### config.mk
export PLATFORM = sky130hd
export DESIGN_NAME = flow_alu_node
export DESIGN_NICKNAME = d
export VERILOG_FILES = /design/src/rtl/flow_alu_pkg.sv /design/src/rtl/flow_alu_ctrl.sv /design/src/rtl/flow_alu_capture.sv /design/src/rtl/flow_alu_exec.sv /design/src/rtl/flow_alu_node.sv
export SDC_FILE = /design/constraint.sdc
export NUM_CORES = 1
export LEC_CHECK = 0
export BUFFER_PORTS_ARGS = -buffer_cell sky130_fd_sc_hd__buf_4
export CORE_UTILIZATION = 30
export CTS_CLUSTER_DIAMETER = 50
export CTS_CLUSTER_SIZE = 24
export DETAILED_ROUTE_END_ITERATION = 16
export PLACE_DENSITY_LB_ADDON = 0.2
export SYNTH_ARGS = -nofsm -noshare
export SYNTH_HDL_FRONTEND = slang
export SYNTH_SLANG_ARGS = --single-unit
### constraint.sdc
create_clock -name clk -period 8.3 [get_ports clk]
set_input_delay 1.66 -clock clk [delete_from_list [all_inputs] [get_ports clk]]
set_output_delay 1.66 -clock clk [all_outputs]
set_load 0.005 [all_outputs]
### src/rtl/flow_alu_pkg.sv
package flow_alu_pkg;

  localparam int OPW = 4;

  typedef enum logic [1:0] {
    ST_IDLE  = 2'd0,
    ST_READY = 2'd1,
    ST_BUSY  = 2'd2,
    ST_WAIT  = 2'd3
  } node_state_t;

  localparam logic [OPW-1:0] OP_NOP  = 4'd0;
  localparam logic [OPW-1:0] OP_OR   = 4'd1;
  localparam logic [OPW-1:0] OP_XOR  = 4'd2;
  localparam logic [OPW-1:0] OP_NAND = 4'd3;
  localparam logic [OPW-1:0] OP_NOR  = 4'd4;
  localparam logic [OPW-1:0] OP_NOT  = 4'd5;
  localparam logic [OPW-1:0] OP_ADD  = 4'd6;
  localparam logic [OPW-1:0] OP_SUB  = 4'd7;

  // Codes 1..7 do work; everything else is a no-op.
  function automatic logic op_active(logic [OPW-1:0] c);
    return (c != OP_NOP) && (c <= OP_SUB);
  endfunction

  // True when the operation consumes the right operand as well.
  function automatic logic op_binary(logic [OPW-1:0] c);
    return op_active(c) && (c != OP_NOT);
  endfunction

endpackage

### src/rtl/flow_alu_ctrl.sv
module flow_alu_ctrl
  import flow_alu_pkg::*;
(
  input  logic            clk,
  input  logic            rst_n,
  input  logic            cfg_valid,
  input  logic [OPW-1:0]  cfg_op,
  input  logic            lhs_rdy,
  input  logic            rhs_rdy,
  input  logic            res_ack,
  output node_state_t     state,
  output logic [OPW-1:0]  op_q,
  output logic            take,
  output logic            clk_en,
  output logic            lhs_ack,
  output logic            rhs_ack
);

  node_state_t state_nx;
  logic        cfg_accept;
  logic        need_rhs;

  assign need_rhs   = op_binary(op_q);
  assign cfg_accept = cfg_valid && ((state == ST_IDLE) || (state == ST_READY));
  // Operands are taken only in READY and only when no reconfiguration competes.
  assign take       = (state == ST_READY) && !cfg_valid && lhs_rdy && (rhs_rdy || !need_rhs);
  assign clk_en     = (state == ST_BUSY);

  always_comb begin
    state_nx = state;
    unique case (state)
      ST_IDLE, ST_READY: begin
        if (cfg_accept)
          state_nx = op_active(cfg_op) ? ST_READY : ST_IDLE;
        else if (take)
          state_nx = ST_BUSY;
      end
      ST_BUSY: state_nx = ST_WAIT;
      ST_WAIT: if (res_ack) state_nx = ST_READY;
      default: state_nx = ST_IDLE;
    endcase
  end

  always_ff @(posedge clk or negedge rst_n) begin
    if (!rst_n) begin
      state   <= ST_IDLE;
      op_q    <= OP_NOP;
      lhs_ack <= 1'b0;
      rhs_ack <= 1'b0;
    end else begin
      state   <= state_nx;
      if (cfg_accept)
        op_q  <= op_active(cfg_op) ? cfg_op : OP_NOP;
      lhs_ack <= take;
      rhs_ack <= take && need_rhs;
    end
  end

endmodule

### src/rtl/flow_alu_capture.sv
module flow_alu_capture #(
  parameter int W     = 32,
  parameter int NPORT = 2
) (
  input  logic                      clk,
  input  logic                      rst_n,
  input  logic                      take,
  input  logic [NPORT-1:0][W-1:0]   din,
  output logic [NPORT-1:0][W-1:0]   q
);

  for (genvar p = 0; p < NPORT; p++) begin : g_port
    always_ff @(posedge clk or negedge rst_n) begin
      if (!rst_n)    q[p] <= '0;
      else if (take) q[p] <= din[p];
    end
  end

endmodule

### src/rtl/flow_alu_exec.sv
module flow_alu_exec
  import flow_alu_pkg::*;
#(
  parameter int W = 32
) (
  input  logic            clk,
  input  logic            rst_n,
  input  logic            clk_en,
  input  logic [OPW-1:0]  op,
  input  logic [W-1:0]    lhs,
  input  logic [W-1:0]    rhs,
  output logic [W-1:0]    result
);

  function automatic logic [W-1:0] alu_eval(logic [OPW-1:0] c, logic [W-1:0] a, logic [W-1:0] b);
    logic [W-1:0] r;
    unique case (c)
      OP_OR:   r = a | b;
      OP_XOR:  r = a ^ b;
      OP_NAND: r = ~(a & b);
      OP_NOR:  r = ~(a | b);
      OP_NOT:  r = ~a;
      OP_ADD:  r = a + b;
      OP_SUB:  r = a - b;
      default: r = '0;
    endcase
    return r;
  endfunction

  // Result buffer only toggles while the controller grants the compute enable.
  always_ff @(posedge clk or negedge rst_n) begin
    if (!rst_n)      result <= '0;
    else if (clk_en) result <= alu_eval(op, lhs, rhs);
  end

endmodule

### src/rtl/flow_alu_node.sv
module flow_alu_node
  import flow_alu_pkg::*;
#(
  parameter int W = 32
) (
  input  logic            clk,
  input  logic            rst_n,
  input  logic            cfg_valid,
  input  logic [3:0]      cfg_op,
  input  logic [W-1:0]    lhs_data,
  input  logic            lhs_rdy,
  output logic            lhs_ack,
  input  logic [W-1:0]    rhs_data,
  input  logic            rhs_rdy,
  output logic            rhs_ack,
  output logic [W-1:0]    res_data,
  output logic            res_rdy,
  input  logic            res_ack,
  output logic [1:0]      node_state
);

  localparam int NPORT = 2;

  node_state_t              state;
  logic [OPW-1:0]           op_q;
  logic                     take;
  logic                     clk_en;
  logic [NPORT-1:0][W-1:0]  opnd_in;
  logic [NPORT-1:0][W-1:0]  opnd_q;

  assign opnd_in[0] = lhs_data;
  assign opnd_in[1] = rhs_data;

  flow_alu_ctrl u_ctrl (
    .clk       (clk),
    .rst_n     (rst_n),
    .cfg_valid (cfg_valid),
    .cfg_op    (cfg_op),
    .lhs_rdy   (lhs_rdy),
    .rhs_rdy   (rhs_rdy),
    .res_ack   (res_ack),
    .state     (state),
    .op_q      (op_q),
    .take      (take),
    .clk_en    (clk_en),
    .lhs_ack   (lhs_ack),
    .rhs_ack   (rhs_ack)
  );

  flow_alu_capture #(.W(W), .NPORT(NPORT)) u_capture (
    .clk   (clk),
    .rst_n (rst_n),
    .take  (take),
    .din   (opnd_in),
    .q     (opnd_q)
  );

  flow_alu_exec #(.W(W)) u_exec (
    .clk    (clk),
    .rst_n  (rst_n),
    .clk_en (clk_en),
    .op     (op_q),
    .lhs    (opnd_q[0]),
    .rhs    (opnd_q[1]),
    .result (res_data)
  );

  assign res_rdy    = (state == ST_WAIT);
  assign node_state = state;

endmodule

==> results_dict.tcl, run 1 <==
set metrics [dict create \
    slew-limit-headroom 0.3198 \
    synth_edf_count 0 \
    synth_async_sr_flop_share 1.000 \
    htree_levels 3 \
    die_w_um 165.0 \
    track_usage 0.1801 \
    status "complete, no violations" \
    diodes 0 \
    final_nets 1218 \
    num_io_pins 111 \
    swShare 0.4790 \
    crit_fanout 25 \
    clkLatencyLatePin_ns 0.36 \
    ant_nets 0 \
    grt_max_degree 84 \
    grt_busiest_layer "met2" \
    power_density_nw_per_um2 427.6 \
    rsz0062_at_grt "false" \
    clock_skew_ns 0.006695 \
    placed_area_um2 9121 \
    power_mw 4.039 \
    max_stage_delay_ns 0.73 \
    grt_pass1_wl_mm 38.01 \
    path_cells "nor2b_1 -> and2_1 -> nand2_1 -> nand2_1 -> o21ai_0 -> fa_1 -> nand2b_1 -> a21oi_1 -> o211ai_1 -> o21ai_1 -> a31oi_1 -> o21ai_1 -> a41oi_1 -> xor2_1 -> o21ai_0" \
    clk_pin_slew_ns 0.07 \
    ys_dominant_reg_cell "dfrtp_1" \
    tns_ns 0 \
    period_share 0.6033 \
    num_vias 7039 \
    synthTopCellsByCount "132 x o21ai_0, 125 x nand2_1, 104 x dfrtp_1" \
    grt_pass1_vias 6943 \
    initial_core_util 0.3060 \
    fmax_mhz 199.7 \
    dp_hpwl_mm 16.89 \
    report.final.slew_viol_count 0 \
    cts_setup_buffers 0 \
    yosys_warnings 0 \
    yosysSeqAreaShare 0.3264 \
    antenna_found_initial 0 \
    fin_crit_ns 5.007 \
    post-place-ws_ns 3.241 \
    final_util 0.3624 \
    yosys_register_bits 104 \
    wire_per_inst_um 17.00 \
    cts_inserted_buffers 9 \
    worstPathArrival_ns 5.28 \
    die_y_um 165.0 \
    grt_overflow 0 \
    yosysUniqueCellTypes 61 \
    switchingPower_mw 1.935 \
    layout.cells.non_filler 1387 \
    io_buffers 110 \
    syn_nets 1137 \
    netlist_instances 966 \
    hold_violations 0 \
    endpoint_kind "flip-flop" \
    fin_hold_ws_ns 0.4954 \
    hold_class "flip-flop to flip-flop" \
    avgSynthCellArea_um2 8.255 \
    cts_resized 0 \
    cts_buffer_depth 2 \
    worstPathRequired_ns 8.57 \
    use_met1 0.2586 \
    finalSetupViolCount 0 \
    synth.area.top_cells "dfrtp_1 33%, ha_1 15%, o21ai_0 8.3%" \
    die_area_um2 27230 \
    vias_per_cell 5.075 \
    cap_violations 0 \
    cp-start-kind "flip-flop" \
    cts_tree "yes" \
    clockRootBuffer "clkbuf_16" \
    coreArea_um2 26060 \
    p_comb_frac 0.640 \
    crit_type "flip-flop to flip-flop" \
    vdd_ir_drop_max_uv 149.3 \
    multiInputGateArea_um2 4966 \
    syn2layout_area_growth_pct 18.44 \
    dr.pass1.iters 5 \
    use_met3 0.02411 \
    setup_slack_ns 3.293 \
    rows 59 \
    synth.cell_area_um2 7974 \
    drt-initial-drc-count 458 \
    worst_slew_pin_slew_ns 1.018 \
    yosys.area.top_type_share 0.3264 \
    clkPwrFrac 0.119 \
    synth_largest_area_cell "dfrtp_1" \
    n_fill_cell 2727 \
    yosys.cell_count.top_type "o21ai_0" \
    seqCellArea_um2 2603 \
    p_leak_nw 4.346 \
    pwr-share-seq 0.241 \
    fin_area_um2 9444 \
    use_met2 0.2839 \
    drive_gt1_frac 0.1464 \
    wirelength_mm 23.58 \
    postCtsHoldBufs 0 \
    numClockSinks 104 \
    dp_cells 1371 \
    drc 0 \
    gp_congestion 0.8219 \
    cpMaxStageDelayCell "nand2_1" \
    p_int_mw 2.104 \
]
==> final timing paths <==
path,startpoint,end,slack (ns),cells past startpoint
min,u_exec.result[7]$_DFFE_PN0P_,u_exec.result[7]$_DFFE_PN0P_,0.50,2
max,u_ctrl.op_q[2]$_DFFE_PN0P_,u_exec.result[30]$_DFFE_PN0P_,3.29,15
max in group asynchronous,rst_n,u_ctrl.rhs_ack$_DFF_PN0_,5.74,2
min in group asynchronous,rst_n,u_exec.result[19]$_DFFE_PN0P_,1.28,1
min reg2reg,u_exec.result[7]$_DFFE_PN0P_,u_exec.result[7]$_DFFE_PN0P_,0.50,2
max reg2reg,u_ctrl.op_q[2]$_DFFE_PN0P_,u_exec.result[30]$_DFFE_PN0P_,3.29,15
==> cells by family after synthesis <==
group,synth area share
and+or+nand+nor,0.1469
xor gates and xnor gates,0.06810
adders and majority gates,0.1531
DFF,0.3264
muxes,0.001255
buffers and inverters,0.05570
AOI/OAI and AO/OA,0.2485
==> sequential cells by signal, summed over array words and instances, names as in the netlist <==
signal          cells
u_ctrl.lhs_ack      1
u_ctrl.rhs_ack      1
u_ctrl.op_q         4
u_ctrl.state        2
u_exec.result      32
u_capture.q        64
==> metal layers <==
layer	vias to the layer above	share of wire
met5	-	0
met4	0	0.0086
met3	15	0.035
met2	133	0.45
met1	3347	0.51
li1	3544	-
==> area by class of cell <==
type	instances	area share
multi-input combinational	748	0.5258
sequential	104	0.2756
timing repair buffer	117	0.09300
tap	335	0.04438
inverter	67	0.02703
clock buffer	11	0.02570
clock inverter	5	0.008479
==> layout by cell type, fill, tap and decap left out, types with 17 or more instances in the layout <==
cell / count
xnor2_1: 45
buf_4: 117
dfrtp_1: 104
inv_1: 62
a21oi_1: 82
nand2_1: 124
nor2_1: 58
o21ai_0: 132
ha_1: 96
xor2_1: 17
a22oi_1: 18
o211ai_1: 17
==> worst max-delay path: cells and delay by family (launching register included) <==
family          cells  cell delay [ns]
xor+xnor            1             0.18
compound gates      8             1.77
fa+ha+maj           1             0.50
flops               1             0.49
simple gates        5             1.97
==> power by group through the flow <==
stage	Combinational [mW]	Sequential, mW	Clock [mW]
2_1_floorplan	1.94	0.901	0
3_3_place_gp	2.56	0.986	0
3_5_place_dp	2.58	0.983	0
4_1_cts	2.59	0.977	0.493
5_1_grt	2.95	1.01	0.506
6_report	2.59	0.974	0.480
Note: power is estimated with default switching activity, not from simulation.
==> run 2: changes to the inputs <==
==> constraint.sdc (replaced) <==
create_clock -name clk -period 4.3 [get_ports clk]
set_input_delay 0.86 -clock clk [delete_from_list [all_inputs] [get_ports clk]]
set_output_delay 0.86 -clock clk [all_outputs]
set_load 0.005 [all_outputs]
==> results_dict.tcl, run 2 (same netlist as run 1, synthesis figures left out) <==
set metrics [dict create \
    status "complete, no violations" \
    grt_max_degree 89 \
    critical-path-top-cell-by-count "a21o_1" \
    drive_gt1_frac 0.1659 \
    drt-initial-drc-count 415 \
    ant_nets 0 \
    crit_type "flip-flop to flip-flop" \
    worstPathArrival_ns 4.29 \
    vias_per_cell 5.121 \
    p_leak_nw 4.447 \
    die_w_um 165.0 \
    cts_buffer_depth 2 \
    path_cells "inv_1 -> ha_1 -> nand3_2 -> or3_1 -> nand3b_1 -> or3_4 -> o31ai_2 -> xnor2_1 -> ha_1 -> a21o_1 -> a21o_1 -> a21o_1 -> a2111oi_2 -> nor4b_1 -> a211oi_1 -> xor2_1 -> o21ai_1" \
    largest_reg_flops 64 \
    fmax_mhz 246.6 \
    dp_cells 1386 \
    rows 59 \
    report.final.slew_viol_count 0 \
    endpoint_kind "flip-flop" \
    power_density_nw_per_um2 826.8 \
    n_fill_cell 2750 \
    grt_pass1_wl_mm 38.99 \
    layout.cells.non_filler 1402 \
    final_nets 1233 \
    grt_overflow 0 \
    mostFrequentLayoutCell "buf_4" \
    cap_violations 0 \
    dp_hpwl_mm 17.08 \
    wirelength_mm 24.19 \
    vdd_ir_drop_max_uv 282.4 \
    period_share 0.9429 \
    antenna_found_initial 0 \
    slew-limit-headroom 0.3408 \
    multiInputGateArea_um2 5009 \
    coreArea_um2 26060 \
    cts_inserted_buffers 9 \
    track_usage 0.1865 \
    fin_hold_ws_ns 0.4880 \
    cts_tree "yes" \
    clkLatencyLatePin_ns 0.37 \
    num_vias 7180 \
    num_io_pins 111 \
    diodes 0 \
    grt_pass1_vias 7076 \
    regMostFlops "u_capture.q" \
    top_regs "u_capture.q x64, u_exec.result x32, u_ctrl.op_q x4" \
    cp-start-kind "flip-flop" \
    dr.pass1.iters 5 \
    max_stage_delay_ns 0.42 \
    hold_violations 0 \
    clockRootBuffer "clkbuf_16" \
    wire_per_inst_um 17.26 \
    gp_congestion 0.8582 \
    clock_skew_ns 0.009666 \
    final_cell_mix "131 x buf_4, 130 x o21ai_0, 124 x nand2_1" \
    die_y_um 165.0 \
    fin_crit_ns 4.055 \
    clk_pin_slew_ns 0.08 \
    finalSetupViolCount 0 \
    io_buffers 110 \
    seqCellArea_um2 2603 \
    syn2layout_area_growth_pct 20.74 \
    crit_fanout 4 \
    worst_slew_pin_slew_ns 0.9865 \
    die_area_um2 27230 \
    hold_class "flip-flop to flip-flop" \
    cts_setup_buffers 0 \
    initial_core_util 0.3060 \
    r2r_slack_ns 0.25 \
    cpMaxStageDelayCell "dfrtp_1" \
    worstPathRequired_ns 4.53 \
    numClockSinks 104 \
    htree_levels 3 \
    drc 0 \
]
==> run 2: cell types whose count changed in the layout (fill, tap and decap cells not counted), moves of 2 or more <==
cell	previous run	this run
clkinvlp_4	2	0
o21ai_1	8	10
o21ai_0	132	130
inv_6	0	2
buf_4	117	131
==> run 2: repair_timing <==
item	4_1_cts	5_1_grt
endpoints found under the hold margin	0	0
setup endpoints to repair	0	5
gates resized for setup	0	10
hold buffers	0	0
==> run 2: path summary, 6_finish.rpt <==
check,start,to,depth (start not counted)
max,u_capture.q[32]$_DFFE_PN0P_,u_exec.result[28]$_DFFE_PN0P_,17
min,u_exec.result[6]$_DFFE_PN0P_,u_exec.result[6]$_DFFE_PN0P_,2
max reg2reg,u_capture.q[32]$_DFFE_PN0P_,u_exec.result[28]$_DFFE_PN0P_,17
min reg2reg,u_exec.result[6]$_DFFE_PN0P_,u_exec.result[6]$_DFFE_PN0P_,2
max in group asynchronous,rst_n,u_capture.q[60]$_DFFE_PN0P_,2
min in group asynchronous,rst_n,u_exec.result[28]$_DFFE_PN0P_,1
==> run 2: worst max-delay path, delay by kind of cell (launching register included) <==
family	cells	cell delay, ns
compound gates	7	1.49
simple gates	5	1.21
fa+ha+maj	2	0.42
flops	1	0.42
xor+xnor	2	0.27
buf+inv	1	0.09
==> run 2: layer usage <==
layer  up-vias  GRT usage  wire, um
met5         -          0         0
met4         0    0.04420       306
met3        21    0.02863       937
met2       156     0.2851     10730
met1      3421     0.2720     12220
li1       3582          -         -
==> run 2: area by class of cell <==
class | count | share of cell area
clock buffer | 11 | 0.02625
clock inverter | 5 | 0.008967
inverter | 67 | 0.02651
multi-input combinational | 748 | 0.5202
sequential | 104 | 0.2703
tap | 335 | 0.04353
timing repair buffer | 132 | 0.1042
==> run 2: metrics by stage <==
| stage | utilization | cell area, um2 | worst slack (ns) | total power, mW | setup TNS (ns) |
|---|---|---|---|---|---|
| finish | 0.3695 | 9628 | 0.2454 | 7.961 | 0 |
| CTS | 0.3679 | 9588 | 0.08926 | 7.946 | 0 |
| detailed placement | 0.3549 | 9249 | 0.1049 | 6.924 | 0 |
| floorplan | - | 7974 | 0.4431 | 5.482 | 0 |
| global placement | 0.3549 | 9249 | 0.1724 | 6.906 | 0 |
| global route | 0.3695 | 9628 | -0.007225 | 8.812 | -0.007225 |
==> run 2: power breakdown <==
part / switching [mW] / leakage [nW] / internal (mW)
Combinational: 2.93 / 2.97 / 2.20
Sequential: 0.463 / 1.31 / 1.40
Clock: 0.422 / 0.167 / 0.548
Total: 3.81 / 4.45 / 4.15
==> run 3: changes to the inputs <==
--- a/config.mk
+++ b/config.mk
@@ -6,11 +6,14 @@
 export NUM_CORES = 1
 export LEC_CHECK = 0
 export BUFFER_PORTS_ARGS = -buffer_cell sky130_fd_sc_hd__buf_4
+export CORE_MARGIN = 3
 export CORE_UTILIZATION = 30
 export CTS_CLUSTER_DIAMETER = 50
 export CTS_CLUSTER_SIZE = 24
 export DETAILED_ROUTE_END_ITERATION = 16
+export HOLD_SLACK_MARGIN = 0.05
 export PLACE_DENSITY_LB_ADDON = 0.2
+export RECOVER_POWER = 50
 export SYNTH_ARGS = -nofsm -noshare
 export SYNTH_HDL_FRONTEND = slang
 export SYNTH_SLANG_ARGS = --single-unit
==> results_dict.tcl, run 3 (same netlist as run 1, synthesis figures left out) <==
set metrics [dict create \
    worst_slew_pin_slew_ns 2.995 \
    clk_pin_slew_ns 0.07 \
    fmax_mhz 250.4 \
    track_usage 0.1718 \
    drive_gt1_frac 0.1617 \
    p_int_mw 4.158 \
    wl_met3_mm 1.019 \
    cap_violations 1 \
    final_util 0.3689 \
    clkLatencyLatePin_ns 0.36 \
    clockRootBuffer "clkbuf_16" \
    grt_pass1_wl_mm 39.23 \
    cts_resized 0 \
    htree_levels 3 \
    largest_reg_flops 64 \
    drt-initial-drc-count 348 \
    numClockSinks 104 \
    top_regs "u_capture.q x64, u_exec.result x32, u_ctrl.op_q x4" \
    switchingPower_mw 3.757 \
    period_share 0.9287 \
    fin_crit_ns 3.993 \
    p_leak_nw 4.444 \
    cts_tree "yes" \
    fin_hold_ws_ns 0.4816 \
    crit_fanout 8 \
    cts_buffer_depth 2 \
    cts_inserted_buffers 9 \
    fin_area_um2 9614 \
    num_io_pins 111 \
    die_w_um 169.0 \
    mostFrequentLayoutCell "o21ai_0" \
    antenna_found_initial 0 \
    met1Wirelength_mm 12.29 \
    regMostFlops "u_capture.q" \
    wirelength_mm 24.50 \
    swShare 0.4746 \
    cts_setup_buffers 0 \
    cp-start-kind "flip-flop" \
    final_nets 1236 \
    gp_congestion 0.8815 \
    status "finished with violations" \
    tns_ns 0 \
    wire_per_inst_um 17.44 \
    finalSetupViolCount 0 \
    grt_pass1_vias 6928 \
    drc 0 \
    vias_per_cell 5.036 \
    crit_type "flip-flop to flip-flop" \
    io_buffers 110 \
    report.final.slew_viol_count 51 \
    violations "max-capacitance violations, max-slew violations" \
    final_cell_mix "131 x o21ai_0, 125 x nand2_1, 117 x buf_4" \
    num_vias 7076 \
    hold_violations 0 \
    r2r_slack_ns 0.31 \
    worstPathRequired_ns 4.51 \
    top_layer_used "met4" \
    worstPathArrival_ns 4.20 \
    die_y_um 169.0 \
    power_density_nw_per_um2 823.3 \
    coreArea_um2 26060 \
    diodes 0 \
    rows 59 \
    die_area_um2 28570 \
    clkPwrFrac 0.121 \
    syn2layout_area_growth_pct 20.57 \
    slew-limit-headroom -0.9964 \
    dr.pass1.iters 5 \
    clock_skew_ns 0.008239 \
    vdd_ir_drop_max_uv 273.4 \
    p_comb_frac 0.644 \
    dp_hpwl_mm 17.58 \
    rsz0062_at_grt "false" \
    hold_class "flip-flop to flip-flop" \
    placed_area_um2 9269 \
    postCtsHoldBufs 0 \
    wl_met2_mm 10.82 \
    grt_overflow 0 \
    grt_max_degree 126 \
    ant_nets 0 \
    pwr-share-seq 0.235 \
    endpoint_kind "flip-flop" \
    initial_core_util 0.3060 \
]
-- run 3: changes by cell type in the layout (fill, tap and decap cells not counted), moves of 2 or more --
| cell | change |
|---|---|
| clkbuf_1 | +4 |
| buf_4 | -14 |
| inv_6 | -2 |
| clkbuf_4 | +13 |
| clkbuf_2 | +2 |
| o21ai_1 | -2 |
-- run 3: metal layers --
layer  track usage  up-vias
li1              -     3592
met1        0.2548     3317
met2        0.2647      147
met3       0.02008       20
met4       0.04658        0
met5             0        -
-- run 3: power groups by stage --
stage	logic, mW	registers [mW]	clock network, mW
finish	5.10	1.86	0.956
global route	5.81	1.93	1.01
CTS	5.12	1.86	0.983
detailed placement	5.09	1.87	0
global placement	5.06	1.87	0
floorplan	3.74	1.74	0
-- run 3: final cells by class --
class                   count  area (um2)
repair buffers            135        1013
clock buffers              14       274.0
fillers                  2773       16440
multi-input cells         748        4990
flip-flops and latches    104        2603
inverters                  67       255.2
clock inverters             2       60.06
well taps                 335       419.2
-- run 3: per-stage QoR --
step / cells / power (mW) / setup WS (ns)
floorplan: 966 / 5.482 / 0.4431
global placement: 1389 / 6.930 / 0.1799
detailed placement: 1389 / 6.961 / 0.1288
CTS: 1405 / 7.966 / 0.1313
global route: 1405 / 8.758 / 0.01113
finish: 1405 / 7.915 / 0.3065
-- run 3: worst paths after layout --
check	from	endpoint	depth (start not counted)
max reg2reg	u_capture.q[32]$_DFFE_PN0P_	u_exec.result[30]$_DFFE_PN0P_	17
min	u_exec.result[6]$_DFFE_PN0P_	u_exec.result[6]$_DFFE_PN0P_	2
min in group asynchronous	rst_n	u_exec.result[20]$_DFFE_PN0P_	1
max	u_capture.q[32]$_DFFE_PN0P_	u_exec.result[30]$_DFFE_PN0P_	17
min reg2reg	u_exec.result[6]$_DFFE_PN0P_	u_exec.result[6]$_DFFE_PN0P_	2
max in group asynchronous	rst_n	u_capture.q[34]$_DFFE_PN0P_	2
-- run 3: worst max-delay path, stage by stage, from the launching register on --
cell	delay (ns)
dfrtp_1	0.42
inv_1	0.09
ha_1	0.20
nand3_2	0.13
or3_4	0.40
nand3b_1	0.18
or3_1	0.38
nand2b_1	0.27
o21ai_0	0.25
xnor2_1	0.15
ha_1	0.33
nand3_1	0.20
nor2_1	0.11
a31oi_1	0.18
nand3_1	0.09
a41oi_1	0.20
xor2_1	0.18
o21ai_0	0.09
